[src/rtl/tile_hash_pkg.sv]
package tile_hash_pkg;
  localparam int IDX_W = 3;

  typedef struct packed {
    logic [IDX_W-1:0] chan;
    logic [IDX_W-1:0] bank;
  } hash_t;

  localparam int HASH_W = $bits(hash_t);
endpackage

[src/rtl/tile_chan_hash.sv]
module tile_chan_hash #(
  parameter int COORD_W = 14,
  parameter int CNT_W   = 4
) (
  input  logic [COORD_W-1:0]             x,
  input  logic [COORD_W-1:0]             y,
  input  logic [CNT_W-1:0]               count,
  output logic [tile_hash_pkg::IDX_W-1:0] chan
);
  always_comb begin
    chan = '0;
    if (count == CNT_W'(4)) begin
      chan[0] = x[4] ^ y[3];
      chan[1] = x[3] ^ y[4];
    end else if (count == CNT_W'(8)) begin
      chan[0] = x[5] ^ y[3];
      chan[1] = x[4] ^ x[5] ^ y[4];
      chan[2] = x[3] ^ y[5];
    end else begin
      chan[0] = x[3] ^ y[3];
    end
  end
endmodule

[src/rtl/tile_bank_hash.sv]
module tile_bank_hash #(
  parameter int COORD_W = 14,
  parameter int CNT_W   = 4,
  parameter int CB_W    = 2
) (
  input  logic [COORD_W-1:0]             x,
  input  logic [COORD_W-1:0]             y,
  input  logic [CNT_W-1:0]               count,
  input  logic [CB_W-1:0]                cb,
  input  logic                           alt,
  output logic [tile_hash_pkg::IDX_W-1:0] bank
);
  function automatic logic ybit(input logic [COORD_W-1:0] v, input int idx);
    logic r;
    r = 1'b0;
    for (int i = 0; i < COORD_W; i++)
      if (i == idx) r = v[i];
    return r;
  endfunction

  int sh;
  logic y3, y4, y5;

  always_comb begin
    sh = int'(cb);
    y3 = ybit(y, 3 + sh);
    y4 = ybit(y, 4 + sh);
    y5 = ybit(y, 5 + sh);
    bank = '0;
    if (count == CNT_W'(4)) begin
      bank[0] = x[3] ^ y4;
      bank[1] = x[4] ^ y3 ^ (alt & x[5]);
    end else if (count == CNT_W'(8)) begin
      bank[0] = x[3] ^ y5;
      bank[1] = x[4] ^ y4 ^ y5;
      bank[2] = x[5] ^ y3 ^ (alt & x[6]);
    end
  end
endmodule

[src/rtl/tile_hash_stage.sv]
module tile_hash_stage #(
  parameter int DW = 6
) (
  input  logic          clk,
  input  logic          rst,
  input  logic          in_valid,
  output logic          in_ready,
  input  logic [DW-1:0] in_data,
  output logic          out_valid,
  input  logic          out_ready,
  output logic [DW-1:0] out_data
);
  assign in_ready = !out_valid || out_ready;

  always_ff @(posedge clk) begin
    if (rst) begin
      out_valid <= 1'b0;
      out_data  <= '0;
    end else if (in_valid && in_ready) begin
      out_valid <= 1'b1;
      out_data  <= in_data;
    end else if (out_ready) begin
      out_valid <= 1'b0;
    end
  end
endmodule

[src/rtl/tile_hash_unit.sv]
module tile_hash_unit #(
  parameter int COORD_W = 14,
  parameter int CNT_W   = 4
) (
  input  logic               clk,
  input  logic               rst,
  input  logic               in_valid,
  output logic               in_ready,
  input  logic [COORD_W-1:0] in_x,
  input  logic [COORD_W-1:0] in_y,
  input  logic [CNT_W-1:0]   chan_count,
  input  logic [CNT_W-1:0]   bank_count,
  input  logic               alt_bank,
  output logic               out_valid,
  input  logic               out_ready,
  output logic [2:0]         out_chan,
  output logic [2:0]         out_bank
);
  import tile_hash_pkg::*;

  localparam int CB_W = (CNT_W > 1) ? $clog2(CNT_W) : 1;

  logic [CB_W-1:0] cb;
  hash_t           nxt, cur;

  always_comb begin
    cb = '0;
    for (int i = 0; i < CNT_W; i++)
      if (chan_count[i]) cb = CB_W'(i);
  end

  tile_chan_hash #(.COORD_W(COORD_W), .CNT_W(CNT_W)) u_chan (
    .x(in_x), .y(in_y), .count(chan_count), .chan(nxt.chan)
  );

  tile_bank_hash #(.COORD_W(COORD_W), .CNT_W(CNT_W), .CB_W(CB_W)) u_bank (
    .x(in_x), .y(in_y), .count(bank_count), .cb(cb), .alt(alt_bank),
    .bank(nxt.bank)
  );

  tile_hash_stage #(.DW(HASH_W)) u_stage (
    .clk(clk), .rst(rst),
    .in_valid(in_valid), .in_ready(in_ready), .in_data(nxt),
    .out_valid(out_valid), .out_ready(out_ready), .out_data(cur)
  );

  assign out_chan = cur.chan;
  assign out_bank = cur.bank;
endmodule

[config.mk]
export PLATFORM = sky130hd
export DESIGN_NAME = tile_hash_unit
export DESIGN_NICKNAME = d
export VERILOG_FILES = /design/src/rtl/tile_hash_pkg.sv /design/src/rtl/tile_chan_hash.sv /design/src/rtl/tile_bank_hash.sv /design/src/rtl/tile_hash_stage.sv /design/src/rtl/tile_hash_unit.sv
export SDC_FILE = /design/constraint.sdc
export NUM_CORES = 1
export LEC_CHECK = 0
export BUFFER_PORTS_ARGS = -buffer_cell sky130_fd_sc_hd__buf_4
export CORE_UTILIZATION = 37
export CTS_BUF_LIST = sky130_fd_sc_hd__clkbuf_8
export CTS_CLUSTER_SIZE = 8
export DETAILED_ROUTE_END_ITERATION = 12
export PLACE_DENSITY_LB_ADDON = 0.1
export SLEW_MARGIN = 15
export SYNTH_ARGS = -nofsm -noshare
export SYNTH_HDL_FRONTEND = slang
export SYNTH_HIERARCHICAL = 1
export SYNTH_SLANG_ARGS = --single-unit
[constraint.sdc]
create_clock -name clk -period 2 [get_ports clk]
set_input_delay 0.4 -clock clk [delete_from_list [all_inputs] [get_ports clk]]
set_output_delay 0.4 -clock clk [all_outputs]
set_load 0.05 [all_outputs]
==> metrics.md <==
| Metric | Value |
|---|---|
| Mean Syn Cell Area | `10.7 um2` |
| CTS Sinks | `7` |
| Post-DP HPWL | `1.17 mm` |
| Pins Over Slew Limit | `0` |
| Largest net degree at the start of global routing | `15` |
| Die footprint | `1930 um2` |
| Number of routed nets with antenna violations | `0` |
| Worst-path maximum fanout | `3` |
| Mapped cell area | `652 um2` |
| FF+latch area | `140 um2` |
| Clock Skew | `3.25 ps` |
| Yosys top cell area share | `21.5%` |
| Clk_lat worst skew | `220 ps` |
| Crit-path max cell delay | `630 ps` |
| Startpoint Class | `primary input` |
| Crit path max-delay family | `multiplexers` |
| Die Wd | `44.0 um` |
| Flops & latches, synth | `7` |
| Tcrit/Tclk final | `93.4%` |
| Final setup violation count | `0` |
| CP arrival | `1980 ps` |
| Slew Limit Headroom | `88.7%` |
| Hold Fails Final Rpt | `0` |
| Area occupied by multi-input gates | `484 um2` |
| Starting density of the core | `41.3%` |
| Die H | `44.0 um` |
| Drc violations | `0` |
| Vias in the first global route | `573` |
| DR WL/cell | `13.2 um` |
| Max Freq | `0.535 GHz` |
| Crit Path Class | `in -> reg` |
| Inst Count DP | `108` |
| Worst hold slack | `400 ps` |
| Reg-to-reg critical path startpoint | `u_stage/out_valid` |
| Fillers | `151` |
| Syn Nets | `102` |
| Setup crit end kind | `register` |
| Post-Syn Instances | `61` |
| Power Total | `0.513 mW` |
| Hold Crit Start | `rst` |
| Antenna violations before repair | `0` |
| PortBufs | `30` |
| Initial DRC count | `8` |
| Pwr/cell area | `543 nW/um2` |
| Largest cells by area after synthesis | `dfxtp_1 (21%), a21bo_1 (9.2%), mux4_1 (8.1%)` |
| Initial DRT Pass Iterations | `6` |
| Post-synthesis sequential area ratio | `21.5%` |
| Ports | `49` |
| Yosys warns | `6` |
| Crit-path cells | `buf_4 > inv_1 > a21o_1 > mux4_1 > and4b_1 > o31a_1 > nand3_1 > a21oi_1` |
| Clock transition at path regs | `40 ps` |
| Outcome | `completed` |
| RSZ-0062 raised after global routing | `no` |
| Synth cell types | `27` |
| Longest Clk Path Bufs | `2` |
| Crit path launch | `chan_count[2]` |
| Final nets | `138` |
| Slew @ Worst Pin | `169 ps` |
| Num CTS Buffers | `3` |
| Worst VDD drop | `0.000320 V` |
| Core area | `1580 um2` |
| Area grow syn2layout | `44.9%` |
| Num rows | `14` |
| LEAKAGE | `0.438 nW` |
| Placer congestion estimate | `0.766` |
| Total grt overflow | `0` |
| Share of cells above drive strength 1 | `46.9%` |
| Req. time, crit path | `2110 ps` |
| Post-Place Worst Slack | `-170 ps` |
| Post-route minimum period | `1870 ps` |
| Hold WC Path Type | `in -> reg` |
| CP bufs+invs | `2` |
| Final worst slack | `132 ps` |
| Slowest cell on the critical path | `mux4_1` |
| Yosys top cell by area | `dfxtp_1` |
| Tot GR Track Use | `17.6%` |
| Inserted Diodes | `0` |
| Max Cap Violations | `0` |
| Drt total wl | `1.48 mm` |
| CTS tree | `done` |
| Via count | `594` |
| Via density | `5.30` |
| First-pass GRT wire length | `2.54 mm` |
| Root buf cell | `clkbuf_8` |
| H-tree lvl count | `1` |
| Fin cells | `112` |
==> path summary, 6_finish.rpt <==
check,endpoint,depth (start not counted),slack [ps]
setup / recovery,u_stage/out_data[0],8,130
hold / removal,u_stage/out_data[1],2,400
setup reg to reg,u_stage/out_data[0],3,1080
hold reg to reg,u_stage/out_data[5],2,560
==> flip-flops by register name, indices dropped and copies added, names as in the netlist <==
name and cells:
u_stage/out_valid 1, u_stage/out_data 6
==> synth_stat cells, drive strengths merged <==
cell / n
a21oi: 7
dfxtp: 7
a21bo: 6
nand3: 6
or4b: 4
xnor2: 4
mux4: 3
nor2: 3
buf: 2
inv: 2
nand2: 2
o22ai: 2
xor3: 2
a21o: 1
and4b: 1
mux2: 1
mux2i: 1
nand2b: 1
nor2b: 1
o221ai: 1
o31a: 1
or2: 1
xnor3: 1
xor2: 1
==> repair_timing <==
item | CTS | global route
hold buffers | 0 | 0
endpoints found under the setup margin | 0 | 1
buffers inserted | 0 | 0
gates resized for setup | 0 | 1
==> area by class of cell <==
class | count | area share [%]
multi-input combinational | 50 | 51.3
timing repair buffer | 33 | 26.2
sequential | 7 | 14.8
clock buffer | 3 | 4.37
tap | 16 | 2.12
inverter | 2 | 0.795
clock inverter | 1 | 0.397
==> cell families (layout without fill, tap and decap cells) <==
group / after synthesis / after routing / share of synthesized area, %
mux: 5 / 5 / 17.3
simple gates: 19 / 19 / 19.8
xor+xnor: 8 / 8 / 17.5
buf+inv: 4 / 39 / 3.65
flops: 7 / 7 / 21.5
compound gates: 18 / 18 / 20.3
==> per-layer routing <==
metal / GRT usage, % / vias to the layer above / routed length (um)
met1: 24.8 / 275 / 705
met4: 5.45 / 0 / 6
li1: - / 304 / -
met5: 0 / - / 0
met3: 1.25 / 2 / 51
met2: 28.7 / 13 / 713
==> per-stage QoR <==
step,cell area (um2),TNS (ps),util [%]
finish,945,0,59.9
global placement,903,-392,57.3
global route,945,0,59.9
floorplan,652,0,-
detailed placement,903,-444,57.3
CTS,948,0,60.2
==> where the power goes <==
group	switching (mW)	leakage (nW)	internal, mW
clock network	0.0586	0.0269	0.132
registers	0.00313	0.0570	0.145
logic	0.0775	0.354	0.0962
==> cell usage in the layout (no fill, tap or decap) <==
cell type  instances
xor2_1             1
or4b_4             1
nor2b_1            1
dfxtp_1            7
o221ai_1           1
and4b_1            1
nand2_1            2
or4b_2             3
nand2b_4           1
o31a_1             1
mux2i_4            1
o22ai_1            2
xnor3_1            1
mux4_1             1
xnor2_1            4
a21bo_1            6
a21oi_1            7
or2_1              1
mux2_4             1
mux4_2             2
buf_4             33
nor2_1             3
a21o_1             1
inv_1              3
clkbuf_8           3
nand3_1            6
xor3_1             2
==> worst register-to-register path: cells and delay by family (launching register included) <==
kind	cells	cell delay (ps)
AO/OA/AOI/OAI	2	360
flip-flops	1	360
AND/OR/NAND/NOR	1	130
Power figures use the tool's default switching activity.
